`config.mk`:
```
export PLATFORM = sky130hd
export DESIGN_NAME = axi_pending_limiter
export DESIGN_NICKNAME = d
export VERILOG_FILES = /design/src/rtl/axi_pending_limiter.sv
export SDC_FILE = /design/constraint.sdc
export NUM_CORES = 1
export LEC_CHECK = 0
export BUFFER_PORTS_ARGS = -buffer_cell sky130_fd_sc_hd__clkbuf_2
export CAP_MARGIN = 20
export CORE_AREA = 2 2 181 183
export CTS_BUF_LIST = sky130_fd_sc_hd__clkbuf_16
export DETAILED_ROUTE_END_ITERATION = 6
export DIE_AREA = 0 0 183 185
export SLEW_MARGIN = 5
export SYNTH_ARGS = -nofsm -noshare
export SYNTH_HDL_FRONTEND = slang
export SYNTH_SLANG_ARGS = --single-unit
```
`constraint.sdc`:
```
create_clock -name clk -period 8 [get_ports clk]
set_input_delay 0.4 -clock clk [delete_from_list [all_inputs] [get_ports clk]]
set_output_delay 0.4 -clock clk [all_outputs]
set_load 0.05 [all_outputs]
```
`src/rtl/axi_pending_limiter.sv`:
```
module axi_pending_limiter #(
  parameter int CNT_W = 6,
  parameter int A_W   = 32,
  parameter int W_W   = 72,
  parameter int R_W   = 70,
  parameter int B_W   = 6
) (
  input  logic             clk,
  input  logic             rst_n,
  input  logic [CNT_W-1:0] lim_rd,
  input  logic [CNT_W-1:0] lim_wr,
  input  logic [CNT_W-1:0] lim_sum,
  input  logic             s_arvalid,
  output logic             s_arready,
  input  logic [A_W-1:0]   s_ar,
  output logic             m_arvalid,
  input  logic             m_arready,
  output logic [A_W-1:0]   m_ar,
  input  logic             s_awvalid,
  output logic             s_awready,
  input  logic [A_W-1:0]   s_aw,
  output logic             m_awvalid,
  input  logic             m_awready,
  output logic [A_W-1:0]   m_aw,
  input  logic             s_wvalid,
  output logic             s_wready,
  input  logic [W_W-1:0]   s_w,
  output logic             m_wvalid,
  input  logic             m_wready,
  output logic [W_W-1:0]   m_w,
  input  logic             m_rvalid,
  output logic             m_rready,
  input  logic [R_W-1:0]   m_r,
  input  logic             m_rlast,
  output logic             s_rvalid,
  input  logic             s_rready,
  output logic [R_W-1:0]   s_r,
  output logic             s_rlast,
  input  logic             m_bvalid,
  output logic             m_bready,
  input  logic [B_W-1:0]   m_b,
  output logic             s_bvalid,
  input  logic             s_bready,
  output logic [B_W-1:0]   s_b
);

  localparam int CW = CNT_W + 1;
  localparam int SW = CW + 1;
  localparam logic [CW-1:0] FULL = '1;

  logic [CW-1:0] rd_cnt, wr_cnt;
  logic [SW-1:0] sum_cnt, lim_sum_x;
  logic rd_room, wr_room, sum_room1, sum_room2;
  logic ar_go, aw_go;
  logic ar_hs, aw_hs, r_done, b_done;

  assign sum_cnt   = SW'(rd_cnt) + SW'(wr_cnt);
  assign lim_sum_x = SW'(lim_sum);

  assign rd_room   = (rd_cnt != FULL) && (lim_rd == '0 || rd_cnt < CW'(lim_rd));
  assign wr_room   = (wr_cnt != FULL) && (lim_wr == '0 || wr_cnt < CW'(lim_wr));
  assign sum_room1 = (lim_sum == '0) || (sum_cnt < lim_sum_x);
  assign sum_room2 = (lim_sum == '0) || (sum_cnt + SW'(1) < lim_sum_x);

  assign ar_go = rd_room && sum_room1;
  assign aw_go = wr_room && sum_room1 && !(s_arvalid && ar_go && !sum_room2);

  assign m_arvalid = s_arvalid & ar_go;
  assign s_arready = m_arready & ar_go;
  assign m_ar      = s_ar;
  assign m_awvalid = s_awvalid & aw_go;
  assign s_awready = m_awready & aw_go;
  assign m_aw      = s_aw;

  assign m_wvalid = s_wvalid;
  assign s_wready = m_wready;
  assign m_w      = s_w;
  assign s_rvalid = m_rvalid;
  assign m_rready = s_rready;
  assign s_r      = m_r;
  assign s_rlast  = m_rlast;
  assign s_bvalid = m_bvalid;
  assign m_bready = s_bready;
  assign s_b      = m_b;

  assign ar_hs  = s_arvalid & s_arready;
  assign aw_hs  = s_awvalid & s_awready;
  assign r_done = m_rvalid & s_rready & m_rlast;
  assign b_done = m_bvalid & s_bready;

  always_ff @(posedge clk) begin
    if (!rst_n) begin
      rd_cnt <= '0;
      wr_cnt <= '0;
    end else begin
      case ({ar_hs, r_done})
        2'b10:   rd_cnt <= rd_cnt + CW'(1);
        2'b01:   rd_cnt <= rd_cnt - CW'(1);
        default: rd_cnt <= rd_cnt;
      endcase
      case ({aw_hs, b_done})
        2'b10:   wr_cnt <= wr_cnt + CW'(1);
        2'b01:   wr_cnt <= wr_cnt - CW'(1);
        default: wr_cnt <= wr_cnt;
      endcase
    end
  end

  p_rd_cap_r2: assert property (@(posedge clk) disable iff (!rst_n)
    (lim_rd != '0 && rd_cnt >= CW'(lim_rd)) |-> (!m_arvalid && !s_arready));

  p_no_leak_r2: assert property (@(posedge clk) disable iff (!rst_n)
    (m_arvalid |-> s_arvalid) and (s_arready |-> m_arready) and
    (m_awvalid |-> s_awvalid) and (s_awready |-> m_awready));

  p_wr_cap_r3: assert property (@(posedge clk) disable iff (!rst_n)
    (lim_wr != '0 && wr_cnt >= CW'(lim_wr)) |-> (!m_awvalid && !s_awready));

  p_sum_cap_r4: assert property (@(posedge clk) disable iff (!rst_n)
    (lim_sum != '0 && sum_cnt >= lim_sum_x) |-> (!m_arvalid && !m_awvalid));

  p_hold_r8: assert property (@(posedge clk) disable iff (!rst_n)
    (ar_hs && r_done) |=> $stable(rd_cnt));

  p_read_wins_r9: assert property (@(posedge clk) disable iff (!rst_n)
    (m_arvalid && m_awvalid) |-> (lim_sum == '0 || sum_cnt + SW'(2) <= lim_sum_x));

  p_sat_r11: assert property (@(posedge clk) disable iff (!rst_n)
    (rd_cnt == FULL) |-> !m_arvalid);

endmodule

```
Yosys cells after proc, flatten, opt, wreduce, memory -nomap -nowiden --
Cells that the tools add are included.
Word-level totals: output and inout bits 223, bits of input ports 243, register bits after elaboration 14, word-level logic and storage cells 47
Operators by class: magnitude comparators 4, bitwise operators 9, reduce and logical (&&, ||, !) cells 18, multiplexer cells 2, equal/unequal tests 6, add/sub/neg operators 6
Operator list (count):
- case mux 7 bit (2 select lines) | 2
- logical NOT 6 bit | 3
- less-than comparator 8 x 6 -> 1 bit | 2
- adder 7 x 1 -> 7 bit, second input constant | 2
- less-than comparator 7 x 6 -> 1 bit | 2
- != test 7 bit, second input constant | 2
- subtractor 7 x 1 -> 7 bit, second input constant | 2
- bitwise AND 1 bit | 9
- adder 7 x 7 -> 8 bit | 1
- adder 8 x 1 -> 8 bit, second input constant | 1
- logical AND 1 bit | 7
- equality test 2 x 1 -> 1 bit, second input constant | 2
- equality test 2 bit, second input constant | 2
- logical OR 1 bit | 4
- nonzero test 2 bit | 2
- logical NOT 1 bit | 2

Logic depth before layout (Yosys ltp) --
depth in word-level cells 12, gate-level depth with buffers 22, mapped depth without buffers 22

Worst setup path after synthesis --
Ideal clock, no wire load.
path kind register -> register, start point register rd_cnt[0], end point register wr_cnt[6], cell stages (with the launch flop) 23, period minus slack after synthesis 4.590 ns, slack 3.410 ns, data arrival time 4.519 ns, cells stage by stage dfxtp_1 > ha_1 > fa_1 > xor2_2 > nand3_2 > nor4_4 > xor2_1 > ha_1 > a21oi_1 > o31ai_1 > nor4_2 > a211oi_1 > or3_1 > ha_1 > inv_1 > fa_1 > inv_1 > a21oi_1 > o21bai_1 > a21o_1 > a21oi_1 > mux2i_1 > mux2i_1
Between the ends: cells in the longest elaborated chain, start to end 12
Ends and longest elaborated chain:
- start: declaration | RTL line 51 | logic [CW-1:0] rd_cnt, wr_cnt;
- start signal: assignment | RTL line 97 | 2'b10: rd_cnt <= rd_cnt + CW'(1);
- start signal: assignment | RTL line 98 | 2'b01: rd_cnt <= rd_cnt - CW'(1);
- start signal: assignment | RTL line 99 | default: rd_cnt <= rd_cnt;
- adder 7 x 7 -> 8 bit / less-than comparator 7 x 6 -> 1 bit (equally long branches) | RTL line 57, 60
- adder 8 x 1 -> 8 bit, or another cell as far along | RTL line 63 | assign sum_room2 = (lim_sum == '0) || (sum_cnt + SW'(1) < lim_sum_x);
- less-than comparator 8 x 6 -> 1 bit, or another cell as far along | RTL line 63
- logical OR 1 bit / logical AND 1 bit (equally long branches) | RTL line 63, 65
- logical NOT 1 bit / logical AND 1 bit (equally long branches) | RTL line 66 | assign aw_go = wr_room && sum_room1 && !(s_arvalid && ar_go && !sum_room2);
- logical AND 1 bit | RTL line 66
- logical NOT 1 bit | RTL line 66
- logical AND 1 bit (*) | RTL line 66
- bitwise AND 1 bit (*) | RTL line 72 | assign s_awready = m_awready & aw_go;
- bitwise AND 1 bit (*) | RTL line 87 | assign aw_hs = s_awvalid & s_awready;
- equality test 2 x 1 -> 1 bit / equality test 2 bit (equally long branches) | RTL line 101 | case ({aw_hs, b_done})
- case mux 7 bit (2 select lines) / nonzero test 2 bit (equally long branches)
- end signal: assignment | RTL line 102 | 2'b10: wr_cnt <= wr_cnt + CW'(1);
- end signal: assignment | RTL line 103 | 2'b01: wr_cnt <= wr_cnt - CW'(1);
- end signal: assignment | RTL line 104 | default: wr_cnt <= wr_cnt;
- end: declaration | RTL line 51
Every way passes the cells marked *; elsewhere a longest branch is shown, timed or not. A chain may end at the register's enable or synchronous reset.

Worst setup path in the final report --
start point register rd_cnt[0], end point register wr_cnt[5]
The elaborated chain is that of the path after synthesis.

==> metrics.md <==
| Metric | Value |
|---|---|
| Sw Share | `0.445` |
| Cts hold-fix bufs | `0` |
| Clock sink total | `14` |
| RD Place Congestion | `0.758` |
| Final Skew | `1.44 ps` |
| CTS tree | `yes` |
| Crit Reg-Reg Startpoint | `rd_cnt[0]` |
| Initial DRC count | `38` |
| Setup ws final | `2740 ps` |
| Worst R2R End | `wr_cnt[5]` |
| Post-Syn Area | `3650 sq um` |
| Routed len/inst | `16.2 microns` |
| Vias/cell | `3.06` |
| Top fanout value on the critical path | `7` |
| Hold path depth | `2` |
| Num CTS Buffers | `3` |
| Antenna violations before repair | `1` |
| Final hold violations | `0` |
| Antenna diode instance count | `0` |
| Vias | `2138` |
| Post-place setup slack | `2670 ps` |
| RSZ-0062 raised after global routing | `false` |
| Primary FF master, synth | `dfxtp_1` |
| Leakage Power | `1.21 nW` |
| Final Non-Filler Cells | `698` |
| # DRC | `0` |
| Hold_ws | `534 ps` |
| Cells after DPL | `694` |
| FF-to-FF path depth | `20` |
| Crit path max-delay family | `compound AO/OA/AOI/OAI gates` |
| CP arrival | `5400 ps` |
| Die area | `33900 sq um` |
| Height of the die | `185 microns` |
| Largest net degree at the start of global routing | `17` |
| Yosys top cell by area | `buf_4` |
| Power density over the cells | `156 nW/um^2` |
| Dpl cell area | `2690 sq um` |
| Yosys warns | `0` |
| EDFF count, synth | `0` |
| Area delta synth->final | `-24.2%` |
| Max Clock Freq | `190 MHz` |
| Post-synth top area share | `0.450` |
| Post-Synth Adder-Cell Area | `0.153` |
| IO buf count | `37` |
| I/O Pins | `466` |
| Clk pwr share | `0.222` |
| P_int | `239 uW` |
| WP data required | `8140 ps` |
| Fin crit share | `0.658` |
| Worst relative slew slack | `0.622` |
| Post-layout util | `0.0864` |
| Worst-skew pair later-pin latency | `240 ps` |
| Drt first pass iters | `4` |
| Postcts setup bufs | `0` |
| Post-synthesis net count | `758` |
| Multiplexer area fraction after synthesis | `0.0110` |
| Gr ovfl total | `0` |
| Max-slew violation count | `0` |
| Async S/R FF share, synth | `0` |
| Gr usage total | `0.0641` |
| Die extent in x | `183 microns` |
| Most common cell on crit path | `ha_1` |
| Nets | `577` |
| Worst hold path type | `flip-flop to flip-flop` |
| Flop pwr share | `0.226` |
| Psw | `192 uW` |
| Post-route ant nets | `0` |
| CTS clk-pin slew, worst paths | `50 ps` |
| Main area contributors after synthesis | `buf_4, ha_1, dfxtp_1, inv_1, xnor2_1` |
| CTS max path bufs | `2` |
| Initial core utilization | `0.114` |
| Sum Neg Setup Slack | `0 ps` |
| Crit Path Category | `flip-flop to flip-flop` |
| Outcome | `completed` |
| Yosys cell types | `44` |
| Maximum vdd ir drop | `0.0578 mV` |
| Slowest stage delay, CP | `470 ps` |
| Vias in the first global route | `2234` |
| Simple-gate share of the synthesized area | `0.121` |
| Largest family of logic cells by synthesized area | `buffers and inverters` |
| Comb power frac | `0.552` |
| Synth Register Bits | `14` |
| Critical-path cell list | `ha_1 -> fa_1 -> a21o_2 -> a21oi_1 -> xnor2_1 -> ha_1 -> a31oi_1 -> o21ai_0 -> o21ai_0 -> o311ai_0 -> or3_1 -> ha_1 -> ha_1 -> a21o_1 -> a21oi_1 -> o21bai_1 -> a21oi_1 -> xor2_1 -> o21ai_0 -> and2_1` |
| Slowest CP cell | `o21ai_0` |
| WP buf/inv | `0` |
| Post-synthesis compound-gate area fraction | `0.108` |
| Synthesized instance count | `472` |
| Post-CTS Resized | `0` |
| WL final | `11.3 mm` |
| First-pass GRT wire length | `15.2 mm` |
| Reg2reg setup slack | `2740 ps` |
| Max-cap violations | `0` |
| Core Region | `32000 sq um` |
| Rows | `66` |
| Clock root buffer | `clkbuf_16` |
| Syn_area_per_cell | `7.74 sq um` |
| Sequential cell area fraction in the yosys report | `0.0767` |
| Endpoints failing setup | `0` |
| Tightest Pin Transition | `561 ps` |
| Total power | `431 uW` |
| Final Cell Area | `2770 sq um` |
| Critical path origin | `rd_cnt[0]` |
| Clock H-tree levels | `1` |
| Layout cells sized above 1 | `0.159` |
| Tmin final | `5260 ps` |
| Hold Path Sink | `wr_cnt[6]` |
| Min-delay src | `wr_cnt[6]` |
| Nature of the critical path endpoint | `flip-flop` |
| XOR/XNOR Fraction of Synth Area | `0.0476` |
| CP startpoint kind | `flip-flop` |
| DP Wirelength | `10.0 mm` |
## cell usage after synthesis (2+ instances only)
| master | count |
|---|---|
| nor3b_1 | 3 |
| inv_1 | 27 |
| xnor2_1 | 11 |
| nand4_1 | 2 |
| xor2_1 | 7 |
| o21bai_1 | 5 |
| dfxtp_1 | 14 |
| and3_1 | 5 |
| nor3_1 | 2 |
| nor4_1 | 2 |
| buf_4 | 219 |
| nand3_1 | 9 |
| ha_1 | 40 |
| o21ai_0 | 17 |
| a211oi_1 | 5 |
| nand2b_1 | 8 |
| mux2i_1 | 4 |
| fa_1 | 3 |
| nand2_1 | 21 |
| a21oi_1 | 17 |
| o211ai_1 | 2 |
| a21o_1 | 7 |
| nor2_1 | 7 |
| and2_1 | 13 |
| clkbuf_1 | 3 |
## area by class of cell
cell class                 count  area (sq um)
clock buffer                   3          75.1
clock inverter                 1          3.75
fill                        3743         29300
inverter                      27           101
multi-input combinational    208          1610
sequential                    14           280
tap                          408           510
timing repair buffer          37           185
## sequential cells by signal (all words and copies together) (netlist names)
signal / cells
rd_cnt: 7
wr_cnt: 7
## tightest hold or removal path, cell delays in order, from the launching register on
cell and delay [ps]:
dfxtp_1 350, nand2_1 70, mux2i_1 60
## how the worst max path moves through the flow
stage                     cells after the start   endpoint  slack, ps
after global placement                       21  wr_cnt[6]       2740
after floorplan                              22  wr_cnt[6]       3410
after detailed placement                     21  wr_cnt[6]       2670
after CTS                                    21  wr_cnt[6]       2680
final                                        20  wr_cnt[5]       2740
after global routing                         21  wr_cnt[6]       2260
## placed cells by master (no fill, tap or decap), types with 2 or more instances in the layout
cell type / instances
ha_1: 40
clkbuf_2: 37
inv_1: 27
nand2_1: 21
o21ai_0: 17
a21oi_1: 17
dfxtp_1: 14
and2_1: 13
xnor2_1: 11
nand3_1: 9
nand2b_1: 8
a21o_1: 7
xor2_1: 7
nor2_1: 7
and3_1: 5
a211oi_1: 5
o21bai_1: 5
mux2i_1: 4
nor3b_1: 3
fa_1: 3
clkbuf_16: 3
nor3_1: 2
nor4_1: 2
o211ai_1: 2
nand4_1: 2
## layer usage
metal	track usage	wire [microns]	vias to the layer above
met3	0.0474	1980	99
met5	0	18	-
li1	-	-	974
met2	0.111	5380	169
met1	0.0438	2880	894
met4	0.0611	1040	2
## kinds of logic after synthesis
group | Yosys count
flops | 14
mux | 4
compound gates | 63
xor+xnor | 19
simple gates | 79
fa+ha+maj | 43
buf+inv | 250
## power groups by stage
stage / Combinational [mW] / Sequential, mW / Clock [mW]
finish: 0.238 / 0.0975 / 0.0957
global route: 0.274 / 0.0997 / 0.100
CTS: 0.245 / 0.0981 / 0.0972
detailed placement: 0.243 / 0.0994 / 0
global placement: 0.241 / 0.0989 / 0
floorplan: 0.475 / 0.0927 / 0
Power figures use the tool's default switching activity.
